File: src/rtl/bitcount_unit.sv
module bitcount_unit #(
  parameter int W = 64
) (
  input  logic         clk,
  input  logic         rst_n,
  input  logic         in_valid,
  input  logic [3:0]   op,
  input  logic         rec,
  input  logic [W-1:0] opa,
  input  logic [W-1:0] opb,
  output logic         out_valid,
  output logic [W-1:0] result,
  output logic [2:0]   cond
);
  localparam int H  = W / 2;
  localparam int NB = W / 8;
  localparam int CW = $clog2(W) + 1;

  localparam logic [3:0] OP_LZW = 4'd0, OP_LZD = 4'd1, OP_TZW = 4'd2, OP_TZD = 4'd3,
                         OP_PCB = 4'd4, OP_PCW = 4'd5, OP_PCD = 4'd6, OP_PRW = 4'd7,
                         OP_PRD = 4'd8, OP_CMB = 4'd9;

  logic [CW-1:0] lzw, lzd, tzw, tzd;
  logic [W-1:0]  pcb, cmb, nxt;
  logic          par_lo, par_hi;
  logic [3:0]    op_q;
  logic          rec_q;

  always_comb begin
    lzw = CW'(H);
    lzd = CW'(W);
    for (int i = 0; i < H; i++) if (opa[i]) lzw = CW'(H - 1 - i);
    for (int i = 0; i < W; i++) if (opa[i]) lzd = CW'(W - 1 - i);
    tzw = CW'(H);
    tzd = CW'(W);
    for (int i = H - 1; i >= 0; i--) if (opa[i]) tzw = CW'(i);
    for (int i = W - 1; i >= 0; i--) if (opa[i]) tzd = CW'(i);
  end

  always_comb begin
    par_lo = 1'b0;
    par_hi = 1'b0;
    for (int k = 0; k < NB; k++) begin
      pcb[8*k +: 8] = 8'($countones(opa[8*k +: 8]));
      cmb[8*k +: 8] = (opa[8*k +: 8] == opb[8*k +: 8]) ? 8'hFF : 8'h00;
      if (k < NB / 2) par_lo = par_lo ^ opa[8*k];
      else            par_hi = par_hi ^ opa[8*k];
    end
  end

  always_comb begin
    case (op)
      OP_LZW:  nxt = W'(lzw);
      OP_LZD:  nxt = W'(lzd);
      OP_TZW:  nxt = W'(tzw);
      OP_TZD:  nxt = W'(tzd);
      OP_PCB:  nxt = pcb;
      OP_PCW:  nxt = {H'($countones(opa[W-1:H])), H'($countones(opa[H-1:0]))};
      OP_PCD:  nxt = W'($countones(opa));
      OP_PRW:  nxt = {{(H-1){1'b0}}, par_hi, {(H-1){1'b0}}, par_lo};
      OP_PRD:  nxt = W'(par_lo ^ par_hi);
      OP_CMB:  nxt = cmb;
      default: nxt = '0;
    endcase
  end

  always_ff @(posedge clk or negedge rst_n) begin
    if (!rst_n) begin
      out_valid <= 1'b0;
      result    <= '0;
      cond      <= '0;
      op_q      <= '0;
      rec_q     <= 1'b0;
    end else begin
      out_valid <= in_valid;
      if (in_valid) begin
        result <= nxt;
        cond   <= rec ? {nxt[W-1], !nxt[W-1] && (nxt != '0), nxt == '0} : 3'b000;
        op_q   <= op;
        rec_q  <= rec;
      end
    end
  end

  p_latency_r2: assert property (@(posedge clk) disable iff (!rst_n)
    in_valid |=> out_valid);
  p_hold_r2: assert property (@(posedge clk) disable iff (!rst_n)
    !in_valid |=> !out_valid && $stable(result) && $stable(cond));
  p_cond_onehot_r10: assert property (@(posedge clk) disable iff (!rst_n)
    out_valid && rec_q |-> $countones(cond) == 1);
  p_cond_off_r10: assert property (@(posedge clk) disable iff (!rst_n)
    out_valid && !rec_q |-> cond == 3'b000);
  p_count_range_r8: assert property (@(posedge clk) disable iff (!rst_n)
    out_valid && (op_q <= OP_TZD || op_q == OP_PCD) |-> result <= W);
  p_parity_shape_r7: assert property (@(posedge clk) disable iff (!rst_n)
    out_valid && (op_q == OP_PRW || op_q == OP_PRD)
      |-> (result & ~(W'(1) | (W'(1) << H))) == '0);
  p_unused_zero_r11: assert property (@(posedge clk) disable iff (!rst_n)
    out_valid && op_q > OP_CMB |-> result == '0);

  for (genvar k = 0; k < NB; k++) begin : g_lane_chk
    p_cmp_byte_r3: assert property (@(posedge clk) disable iff (!rst_n)
      out_valid && op_q == OP_CMB |-> result[8*k +: 8] == 8'h00 || result[8*k +: 8] == 8'hFF);
    p_pcb_byte_r4: assert property (@(posedge clk) disable iff (!rst_n)
      out_valid && op_q == OP_PCB |-> result[8*k +: 8] <= 8'd8);
  end
endmodule

File: config.mk
export PLATFORM = sky130hd
export DESIGN_NAME = bitcount_unit
export DESIGN_NICKNAME = d
export VERILOG_FILES = /design/src/rtl/bitcount_unit.sv
export SDC_FILE = /design/constraint.sdc
export NUM_CORES = 1
export LEC_CHECK = 0
export ABC_AREA = 1
export BUFFER_PORTS_ARGS = -buffer_cell sky130_fd_sc_hd__buf_4
export CORE_UTILIZATION = 28
export CTS_CLUSTER_SIZE = 28
export DETAILED_ROUTE_END_ITERATION = 8
export GPL_TIMING_DRIVEN = 0
export REMOVE_ABC_BUFFERS = 1
export SYNTH_ARGS = -nofsm -noshare
export SYNTH_HDL_FRONTEND = slang
export SYNTH_SLANG_ARGS = --single-unit
File: constraint.sdc
create_clock -name clk -period 0.8 [get_ports clk]
set_clock_uncertainty 0.2 [all_clocks]
set_input_delay 0.04 -clock clk [delete_from_list [all_inputs] [get_ports clk]]
set_output_delay 0.04 -clock clk [all_outputs]
set_load 0.005 [all_outputs]
After elaboration in Yosys (flattened, before gate mapping)
Index checks and enable logic that the tools add are counted.

cells by class
  $add $sub $neg = 63
  equal/unequal tests = 17
  multiplexer cells = 202
  bitwise logic cells = 7
  reductions and logical operators = 5

operator list
  operator              count
  $mux W7               183
  $pmux W64 S10         1
  $add A1 B1 Y2         32
  $eq A8 B8 Y1          8
  $logic_not A64 Y1     1
  $mux W8               8
  $reduce_bool A64 Y1   1
  $mux W6               9
  $add A2 B2 Y3         16
  $add A3 B3 Y4         8
  $add A4 B4 Y5         4
  $eq A4 B3 Y1 const B  4
  $add A5 B5 Y6         2
  $eq A4 B2 Y1 const B  2
  $eq A4 B4 Y1 const B  2
  $add A6 B6 Y7         1
  $xor A1 B1 Y1         7
  $eq A4 B1 Y1 const B  1
  $logic_not A4 Y1      1
  $mux W3               1
  $logic_and A1 B1 Y1   1
  $logic_not A1 Y1      1

storage, ports and cells
  flip-flop bits (word level) = 68
  input port bits = 136
  output and inout port bits = 68
  word-level logic and storage cells = 297

Depth between registers and ports, before layout
  depth in word-level cells = 68
  mapped depth = 52
  depth with buffers taken out = 52

Worst setup path before layout
No wires, ideal clock.

  kind = in2reg
  from = in opa[16]
  to = reg cond[1]
  library setup time = 0.117 ns
  arrival = 6.116 ns
  data required time = 0.483 ns
  setup slack = -5.633 ns
  cell stages on the path = 28
  path buffers = 0
  cells stage by stage = fa_1 inv_1 fa_1 fa_1 inv_1 ha_1 fa_1 inv_1 fa_1 fa_1 inv_1 ha_1 fa_1 nor2_1 nor2_1 ha_1 inv_1 o31ai_1 nand2_1 nand2_1 o221ai_1 nor3_1 inv_2 or4_1 nor3_1 nand3_1 nand2_1 nand2_1

between the ends
  cells in the longest elaborated chain, start to end = 52
  elaborated cells between the ends (all ways) = 113
  those cells by class = add/sub: 6; eq/ne: 1; mux: 101; bitwise: 3; reduce/logical: 2

RTL lines
  item                     line  text
  start: declaration       9     input logic [W-1:0] opa,
  $mux W7 (48 in series)   33    for (int i = 0; i < W; i++) if (opa[i]) lzd = CW'(W - 1 - i);
  $pmux W64 S10 (*)        52    case (op)
  $reduce_bool A64 Y1 (*)  78    cond <= rec ? {nxt[W-1], !nxt[W-1] && (nxt != '0), nxt == '0} : 3'b000;
  $logic_and A1 B1 Y1 (*)  78
  $mux W3 (*)              78
  end signal: assignment   78
  end: declaration         13    output logic [2:0] cond

Every way passes the cells marked *; elsewhere a longest branch is shown, timed or not.
A chain may end at the register's enable or synchronous reset.

Worst setup path in the final report
  from = in opa[1]
  to = reg cond[1]

between the ends
  cells in the longest elaborated chain, start to end = 67
  elaborated cells between the ends (all ways) = 110
  those cells by class = add/sub: 6; eq/ne: 1; mux: 101; reduce/logical: 2

RTL lines
  item                     line
  $mux W7 (63 in series)   33
  $pmux W64 S10 (*)        52
  $reduce_bool A64 Y1 (*)  78
  $logic_and A1 B1 Y1 (*)  78
  $mux W3 (*)              78

Marks and branches as above.

==> impl_metrics.ini <==
[worst_setup_path]
setup.worst_path.end_class = register
critPathMaxFanout = 3
start_kind = input pin
worst_ep_required_time_ns = 0.79
r2r_setup_slack_ns = -0.28
slowest_delay_ns = 0.54
worst-setup-path-type = in -> reg
crit_arrival_ns = 6.56
reg2reg_from = result[39]$_DFFE_PN0P_
crit_path_top_delay_cell = fa_1
startpoint = opa[1]
ff2ff_path_depth = 3
r2r_end = result[39]$_DFFE_PN0P_

[global_route]
antenna_found_initial = 0
grt_pass1_vias = 7692
track_usage_pct = 20.0
grt_pass1_wl_mm = 41.0
grt-ovfl-total = 0
grt_max_degree = 58

[cts]
root_buffer = clkbuf_16
clk_pin_slew_ns = 0.07
clk_latency_ns = 0.29
clockBufferDepth = 2
cts_made_buffers = 5
cts.sinks = 49
htreeDepth = 2
tritoncts = done

[floorplanning]
dieArea_um2 = 26100
die_y_um = 162
die-width_um = 162
coreArea_um2 = 25100
rows = 58
start_util_pct = 28.4
ios = 204

[cells_and_area]
area_growth_pct = 54.2
antenna_cells = 0
final_layout_size_suffix_gt1_share_pct = 37.7
final_nets = 1537

[routing]
ant_nets = 0
routed_wl_mm = 26.1
drc = 0
viasPerCell = 4.79
wire_per_inst_um = 15.9
drt_iter0_drc = 455
dr_total_vias = 7854
drt-pass1-iter-count = 5

[timing]
slew_violations = 0
rsz0062_at_grt = true
fmax_ghz = 0.152
slew-limit-headroom_pct = 13.3
final.setup.tns_ns = -129.17
period_share_pct = 822
hold_ws_ns = -0.434
finalHoldViolCount = 54
setup-violations-final = 116
min_period_ns = 6.57
tightestPinTransition_ns = 1.30
layout_setup_ws_ns = -5.77

[synth]
yosysSeqAreaShare_pct = 17.2
synth_edf_count = 0
synthesis.area_um2 = 7140
yosysWarnings = 0
yosys.cell_types.count = 47
synth_top_cell_by_area = dfrtp_1
ys_ff_latch = 49
synthTopCellsByArea = dfrtp_1 17%, fa_1 14%, nand2_1 12%, inv_1 8.9%, ha_1 7.4%
synth-main-ff-cell = dfrtp_1
syn_avg_cell_area_um2 = 6.75
yosysTopAreaCellShare_pct = 17.2
synthCells = 1057
ys_async_sr_fraction_pct = 100

[worst_hold_path]
min_path_type = in -> async

[flow_run]
maxCapViolCount = 0

[pwr]
cellPowerDensity_nw_per_um2 = 3190
ir_worst_vdd_mv = 3.70
totalPowerFinal_mw = 35.1
p_leak_nw = 5.36

[place]
dp_hpwl_mm = 21.2
port_buffers = 203
gp_congestion = 0.869

[run_status]
violations = negative hold slack, negative setup slack
status = finished with violations
[logic make-up after synthesis]
| group | count (synthesis) | synth area share [%] |
|---|---|---|
| flip-flops | 49 | 17.2 |
| buffers and inverters | 226 | 12.9 |
| AO/OA/AOI/OAI | 152 | 12.9 |
| adder cells (fa/ha/maj) | 91 | 21.1 |
| AND/OR/NAND/NOR | 486 | 29.4 |
| XOR/XNOR | 53 | 6.50 |
[per-layer routing]
metal	GRT usage, %	vias up	share of wire, %
li1	-	3918	-
met2	34.1	216	48
met4	5.32	0	2.0
met3	1.40	27	3.6
met1	27.3	3693	47
met5	0	-	0
[per-stage QoR]
step,instance area (µm²),setup WS [ns],util [%],std cells
6_report,11000,-5.77,43.8,1641
5_1_grt,11000,-6.01,43.8,1641
4_1_cts,10500,-5.74,41.8,1621
3_5_place_dp,8880,-6.72,35.4,1558
3_3_place_gp,8880,-6.73,35.4,1558
2_1_floorplan,6950,-5.63,-,1025
[critical path: cells and delay by family]
family	cells	cell delay [ns]
AO/OA/AOI/OAI	5	0.58
adder cells (fa/ha/maj)	10	4.01
buffers and inverters	7	0.46
AND/OR/NAND/NOR	10	1.46
[synthesized netlist by cell type, drive strengths merged, types with 20 or more instances]
| cell | instances |
|---|---|
| xor2 | 27 |
| or2 | 21 |
| nor3 | 26 |
| fa | 49 |
| o21ai | 50 |
| xnor2 | 26 |
| inv | 192 |
| a21oi | 41 |
| nand3 | 37 |
| nand4 | 30 |
| buf | 20 |
| dfrtp | 49 |
| nor2 | 118 |
| nand2 | 231 |
| ha | 42 |
[state kept, by name, indices dropped and copies added, names as in the netlist]
name / cells
result: 45
out_valid: 1
cond: 3
[power breakdown]
| part | total, mW | internal, mW | leakage (nW) | switching, mW |
|---|---|---|---|---|
| combinational | 29.9 | 14.2 | 4.65 | 15.7 |
| clock | 2.19 | 1.25 | 0.0768 | 0.940 |
| sequential | 3.05 | 2.80 | 0.636 | 0.254 |
[what timing repair did]
action                                 4_1_cts  5_1_grt
resized for setup                          265       92
endpoints found under the hold margin       70       54
pin swaps                                   86       76
setup buffers                               53       23
gates cloned                                 2        0
setup endpoints to repair                  116      116
[cell usage in the layout (no fill, tap or decap), drive strengths merged, types with 7 or more instances in the layout]
master,synthesis,layout
xor2,27,27
a31oi,19,19
a21oi,41,41
inv,192,191
nand3,37,37
clkbuf,12,7
nor4,16,16
dfrtp,49,49
xnor2,26,26
nor2,118,118
o21ai,50,50
nand2,231,231
nor3,26,26
ha,42,42
buf,20,275
fa,49,49
nand4,30,30
or2,21,21
[final cells by class]
class,count,area [µm²]
Sequential cell,49,1230
Timing Repair Buffer,276,2540
Tap cell,330,413
Multi-Input combinational cell,782,5890
Fill cell,2611,14100
Clock buffer,6,139
Inverter,194,757
Timing Repair inverter,2,15.0
Clock inverter,2,13.8
[worst max path at each step]
stage	end	slack, ns
4_1_cts	cond[1]$_DFFE_PN0P_	-5.74
6_report	cond[1]$_DFFE_PN0P_	-5.77
5_1_grt	cond[1]$_DFFE_PN0P_	-6.01
3_5_place_dp	cond[1]$_DFFE_PN0P_	-6.72
3_3_place_gp	cond[1]$_DFFE_PN0P_	-6.73
2_1_floorplan	cond[1]$_DFFE_PN0P_	-5.63
(Power assumes the default switching activity.)
